File: config.mk
export PLATFORM = sky130hd
export DESIGN_NAME = stopclk_gen
export DESIGN_NICKNAME = d
export VERILOG_FILES = /design/src/rtl/stopclk_pkg.sv /design/src/rtl/stopclk_dp.sv /design/src/rtl/stopclk_ctrl.sv /design/src/rtl/stopclk_gen.sv
export SDC_FILE = /design/constraint.sdc
export NUM_CORES = 1
export LEC_CHECK = 0
export BUFFER_PORTS_ARGS = -buffer_cell sky130_fd_sc_hd__buf_2
export CAP_MARGIN = 20
export CORE_UTILIZATION = 56
export CTS_CLUSTER_DIAMETER = 120
export DETAILED_ROUTE_END_ITERATION = 10
export PLACE_DENSITY_LB_ADDON = 0.2
export SYNTH_ARGS = -nofsm -noshare
export SYNTH_HDL_FRONTEND = slang
export SYNTH_SLANG_ARGS = --single-unit
export TNS_END_PERCENT = 50
File: constraint.sdc
create_clock -name refClk -period 2.2 [get_ports refClk]
set_input_delay 0.44 -clock refClk [delete_from_list [all_inputs] [get_ports refClk]]
set_output_delay 0.44 -clock refClk [all_outputs]
set_load 0.05 [all_outputs]
File: src/rtl/stopclk_pkg.sv
package stopclk_pkg;

  // Control to datapath: permission for the clock to leave its low phase.
  typedef struct packed {
    logic goRun;
  } ctlStb_t;

  // Datapath to control: the reference edge at which the local clock rises.
  typedef struct packed {
    logic riseEv;
  } dpEvt_t;

endpackage

File: src/rtl/stopclk_dp.sv
module stopclk_dp
  import stopclk_pkg::*;
#(
  parameter int HALF_CNT = 3,
  parameter int HOLD_W   = 16
) (
  input  logic              refClk,
  input  logic              rstN,
  input  ctlStb_t           stb,
  output dpEvt_t            evt,
  output logic              localClk,
  output logic [HOLD_W-1:0] holdCycles
);

  localparam int CW = (HALF_CNT > 1) ? $clog2(HALF_CNT) : 1;
  localparam logic [CW-1:0] LAST = CW'(HALF_CNT - 1);

  logic [CW-1:0]     phaseCnt;
  logic              clkQ;
  logic [HOLD_W-1:0] stallCnt;
  logic [HOLD_W-1:0] holdQ;
  logic              highDone;
  logic              lowDone;

  assign highDone   = clkQ && (phaseCnt == LAST);
  assign lowDone    = !clkQ && (phaseCnt == LAST);
  assign evt.riseEv = lowDone && stb.goRun;

  always_ff @(posedge refClk or negedge rstN) begin
    if (!rstN) begin
      clkQ     <= 1'b0;
      phaseCnt <= '0;
      stallCnt <= '0;
      holdQ    <= '0;
    end else if (highDone) begin
      // high phase always completes; stopping is possible only when low
      clkQ     <= 1'b0;
      phaseCnt <= '0;
    end else if (evt.riseEv) begin
      clkQ     <= 1'b1;
      phaseCnt <= '0;
      holdQ    <= stallCnt;
      stallCnt <= '0;
    end else if (lowDone) begin
      // waiting in the low phase: count the stretch, saturating
      if (stallCnt != '1) stallCnt <= stallCnt + 1'b1;
    end else begin
      phaseCnt <= phaseCnt + 1'b1;
    end
  end

  assign localClk   = clkQ;
  assign holdCycles = holdQ;

endmodule

File: src/rtl/stopclk_ctrl.sv
module stopclk_ctrl
  import stopclk_pkg::*;
#(
  parameter int SYNC_STAGES = 2
) (
  input  logic    refClk,
  input  logic    rstN,
  input  logic    needData,
  input  logic    partnerAck,
  input  dpEvt_t  evt,
  output ctlStb_t stb,
  output logic    partnerReq
);

  logic [SYNC_STAGES-1:0] ackSync;
  logic                   ackS;
  logic                   runQ;
  logic                   reqQ;

  always_ff @(posedge refClk or negedge rstN) begin
    if (!rstN) begin
      ackSync <= '0;
    end else begin
      ackSync[0] <= partnerAck;
      for (int i = 1; i < SYNC_STAGES; i++) ackSync[i] <= ackSync[i-1];
    end
  end

  assign ackS = ackSync[SYNC_STAGES-1];

  // the synchronized acknowledge releases the clock in the same cycle it is seen
  assign stb.goRun = runQ | (reqQ & ackS);

  always_ff @(posedge refClk or negedge rstN) begin
    if (!rstN) begin
      runQ <= 1'b1;
      reqQ <= 1'b0;
    end else if (evt.riseEv && needData && !reqQ && !ackS) begin
      reqQ <= 1'b1;
      runQ <= 1'b0;
    end else if (reqQ && ackS) begin
      reqQ <= 1'b0;
      runQ <= 1'b1;
    end
  end

  assign partnerReq = reqQ;

endmodule

File: src/rtl/stopclk_gen.sv
module stopclk_gen
  import stopclk_pkg::*;
#(
  parameter int HALF_CNT    = 3,
  parameter int SYNC_STAGES = 2,
  parameter int HOLD_W      = 16
) (
  input  logic              refClk,
  input  logic              rstN,
  input  logic              needData,
  input  logic              partnerAck,
  output logic              partnerReq,
  output logic              localClk,
  output logic [HOLD_W-1:0] holdCycles
);

  ctlStb_t stb;
  dpEvt_t  evt;

  stopclk_ctrl #(.SYNC_STAGES(SYNC_STAGES)) u_ctrl (
    .refClk     (refClk),
    .rstN       (rstN),
    .needData   (needData),
    .partnerAck (partnerAck),
    .evt        (evt),
    .stb        (stb),
    .partnerReq (partnerReq)
  );

  stopclk_dp #(.HALF_CNT(HALF_CNT), .HOLD_W(HOLD_W)) u_dp (
    .refClk     (refClk),
    .rstN       (rstN),
    .stb        (stb),
    .evt        (evt),
    .localClk   (localClk),
    .holdCycles (holdCycles)
  );

endmodule

### Word level (Yosys, flattened, before mapping)

Index checks and enable logic that the tools add are counted.
Widths: inputs -> output; s select.

| word-level totals | value |
|---|---|
| register bits | 39 |

| operators by class | value |
|---|---|
| reduce and logical (&&, ||, !) cells | 16 |
| multiplexer cells | 12 |
| add/sub/neg operators | 2 |
| equal/unequal tests | 3 |
| bitwise logic cells | 3 |

Operator list:

| kind | count |
|---|---|
| $mux 16 | 3 |
| $add 16x1->16 const B | 1 |
| $ne 16x16->1 const B | 1 |
| $reduce_bool 2->1 | 4 |
| $logic_and 1x1->1 | 7 |
| $mux 1 | 6 |
| $mux 2 | 3 |
| $logic_not 1->1 | 3 |
| $ne 3x2->1 const B | 1 |
| $reduce_and 3->1 | 1 |
| $add 2x1->2 const B | 1 |
| $eq 2x2->1 const B | 1 |
| $reduce_and 2->1 | 1 |
| $and 1x1->1 | 1 |
| $not 1->1 | 1 |
| $or 1x1->1 | 1 |

### Depth between registers and ports, before layout

| depth | value |
|---|---|
| depth in word-level cells | 7 |
| mapped depth | 8 |
| gate-level depth less buffers | 6 |

### Modules after synthesis

Synthesis repeated with hierarchy kept, for this count alone.

| unflattened totals | value |
|---|---|
| cell total of the unflattened synthesis | 162 |
| area, all modules | 1853.0 µm² |

By module, submodules not included:

| module | times used | cells an instance | area each (µm²) |
|---|---|---|---|
| stopclk_dp | 1 | 153 | 1722.9 |
| stopclk_ctrl | 1 | 9 | 130.1 |

### Worst setup path before layout

OpenSTA, ideal clock, no wires.

| path | value |
|---|---|
| path kind | register to register |
| start point | reg u_dp.stallCnt[0] |
| end point | reg u_dp.stallCnt[13] |
| arrival time | 1799 ps |
| path buffers | 1 |
| clock period less this slack | 1894 ps |
| required time | 2105 ps |
| setup slack | 306 ps |
| setup time | 95 ps |
| cell stages (with the launch flop) | 8 |
| cell sequence | dfrtp_1 > ha_1 > nand4_4 > or4b_4 > buf_6 > a31oi_1 > o21ai_1 > o31ai_1 |

| between the ends | value |
|---|---|
| word-level cells in the longest chain between the ends | 4 |
| elaborated cells between the ends (all ways) | 7 |

RTL lines:

| item | RTL line | text |
|---|---|---|
| start, declared | stopclk_dp.sv:20 | `logic [HOLD_W-1:0] stallCnt;` |
| start signal, assigned | stopclk_dp.sv:46 | `if (stallCnt != '1) stallCnt <= stallCnt + 1'b1;` |
| $add 16x1->16 | stopclk_dp.sv:46 |  |
| $mux 16 | stopclk_dp.sv:46 |  |
| $mux 16 | stopclk_dp.sv:44 | `end else if (lowDone) begin` |
| $mux 16 | stopclk_dp.sv:39 | `end else if (evt.riseEv) begin` |

Several ways; a longest one is shown, not always the timed one. The select of a mux whose other input is x is not followed.
A chain may end at the register's enable or synchronous reset.

### Worst setup path in the final report

| path | value |
|---|---|
| start point | reg u_dp.stallCnt[0] |
| end point | reg u_dp.stallCnt[4] |

Same word-level chain as after synthesis.

==> impl_metrics.yaml <==
critical_path:
  crit_path_start_kind: "flop"
  crit_required_ps: 2470
  r2r_start: "u_dp.stallCnt[0]"
  crit_fanout: 14
  r2r_end: "u_dp.stallCnt[4]"
  r2r_cells: 6
  cp-end-kind: "flop"
  worstPathArrival_ps: 2350
  r2r_slack_ps: 120
  setup.worst_path.class: "reg2reg"
global_routing:
  grt_max_degree: 40
  overflow: 0
  grt_pass1_wl_microns: 6210
  track_usage: 0.244
  antenna_found_initial: 0
  grt_pass1_vias: 1428
route:
  vias: 1498
  wl_per_cell_microns: 13.3
  initialDrtViolationCount: 81
  totalWireLength_microns: 3540
  drc_errors: 0
  drt_first_pass_iters: 4
  via_per_inst: 5.63
  ant_nets: 0
final_layout:
  fillCellCount: 278
  n_antenna_cell: 0
  area_growth_pct: 12.9
  final_common_cell: "nand2_1"
  fin_util: 0.666
  fin_nets: 227
  layout_common_cells: "71 x nand2_1, 38 x dfrtp_1, 21 x buf_2"
  drive_gt1_frac: 0.194
place:
  pre_cts_ws_ps: 96.2
  gp_congestion: 0.881
  io_buffers: 21
  dp_hpwl_microns: 2490
floorplan:
  rows: 20
  core-area_sq_um: 3050
  die_w_microns: 58.7
  ios: 22
  chipHeight_microns: 58.7
  start_util: 0.590
  dieArea_sq_um: 3450
cts:
  cts-root-buf: "clkbuf_4"
  path_clk_slew_ps: 110
  cts-buffers-inserted: 5
  clk_latency_ps: 350
  cts_max_level: 2
  cts_hold_buffers: 0
  clock-sinks: 39
  clock_path_buffers: 2
  cts_tree: "done"
timing:
  final-setup-viol-count: 0
  clock.fmax_mhz: 480
  finalHoldViolations: 0
  final_critical_path_setup_slack_ps: 118
  holdWs_ps: 170
  skew_ps: 8.36
  fin_crit_ps: 2080
  fin_tns_setup_ps: 0
  finalCritPeriodShare: 0.946
  rsz0062_at_grt: "no"
  tightest_slew_ps: 817
  slew_viol_final: 0
  max_slew_margin: 0.456
power:
  power_leakage_nw: 1.01
  p_total_mw: 2.02
  max-vdd-ir-drop_v: 0.000749
  power.density_nw_per_um2: 994
synthesis:
  synthCells: 195
  ys_seq_area_frac: 0.543
  synth_edf_count: 0
  yosys_warnings: 0
  synth.area.top_cells: "dfrtp_1 53%, nand2_1 15%, o31ai_1 2.9%, o21ai_0 2.8%, nand3_1 1.9%"
  synthArstFlopShare: 1.00
  syn_area_per_cell_sq_um: 9.23
  synth_top_area_frac: 0.528
  synth_top_flop_cell: "dfrtp_1"
  synth_area_sq_um: 1800
  postSynthNetCount: 201
  ys_ff_latch: 39
  post-synth-top-area-cell: "dfrtp_1"
  synth_cell_type_count: 38
outcome:
  status: "finished clean"
job:
  maxCapViolations: 0
worst_hold_path:
  hold_class: "in2async"
==> flip-flops by register name, indices dropped and copies added (netlist names) <==
| signal | count |
|---|---|
| u_ctrl.ackSync | 2 |
| u_ctrl.partnerReq | 1 |
| u_ctrl.runQ | 1 |
| u_dp.holdCycles | 16 |
| u_dp.localClk | 1 |
| u_dp.phaseCnt | 2 |
| u_dp.stallCnt | 16 |
==> critical path, stage by stage, from the launching register on <==
cell and delay, ps:
dfrtp_1 440, ha_2 270, nand4_4 150, or4b_4 680, a41oi_1 270, o21ai_0 110, o31ai_1 80
==> Yosys cell counts (all sizes together) (2+ instances only) <==
cell type	count
a21oi	5
a2bb2oi	2
a31oi	3
and4	2
buf	4
clkbuf	5
dfrtp	38
ha	2
inv	2
nand2	71
nand3	8
nand4	5
nor2	8
nor3	2
o21ai	14
o311ai	3
o31ai	7
==> kinds of logic after synthesis <==
group	share of synthesized area
AO/OA/AOI/OAI	0.153
multiplexers	0.00556
flip-flops	0.543
AND/OR/NAND/NOR	0.252
adder cells (fa/ha/maj)	0.0139
buffers and inverters	0.0327
==> how the worst max path moves through the flow <==
stage                      from           endpoint  slack, ps  cells after the start
2_1_floorplan  u_dp.stallCnt[0]  u_dp.stallCnt[13]        310                      7
3_3_place_gp   u_dp.stallCnt[0]   u_dp.stallCnt[3]        160                      6
3_5_place_dp   u_dp.stallCnt[0]   u_dp.stallCnt[4]        100                      6
4_1_cts        u_dp.stallCnt[0]   u_dp.stallCnt[4]         70                      6
5_1_grt        u_dp.stallCnt[0]   u_dp.stallCnt[4]         20                      6
6_report       u_dp.stallCnt[0]   u_dp.stallCnt[4]        120                      6
==> per-layer routing <==
metal | GRT usage | up-vias | wire [microns]
met4 | 0.0918 | 0 | 53
met1 | 0.318 | 720 | 1640
li1 | - | 734 | -
met5 | 0 | - | 0
met3 | 0.0791 | 5 | 162
met2 | 0.383 | 39 | 1690
==> power by group <==
part,switching [mW],leakage [nW],internal [mW]
logic,0.477,0.441,0.207
registers,0.101,0.527,0.825
clock network,0.223,0.0386,0.188
==> stage by stage <==
stage	cells	cell area (sq um)
3_3_place_gp	258	1960
2_1_floorplan	195	1800
3_5_place_dp	258	1960
5_1_grt	266	2030
6_report	266	2030
4_1_cts	266	2030
==> timing repair <==
action	in CTS	in global routing
endpoints found under the setup margin	0	5
setup buffers	0	0
gates resized for setup	0	1
==> layout make-up <==
type                            instances  area [sq um]  share of cell area
Multi-Input combinational cell        145           767               0.377
Timing Repair Buffer                   28           158              0.0775
Tap cell                               44          55.1              0.0271
Clock buffer                            8          68.8              0.0338
Sequential cell                        39           977               0.481
Inverter                                2          7.51             0.00369
(Power assumes the default switching activity.)
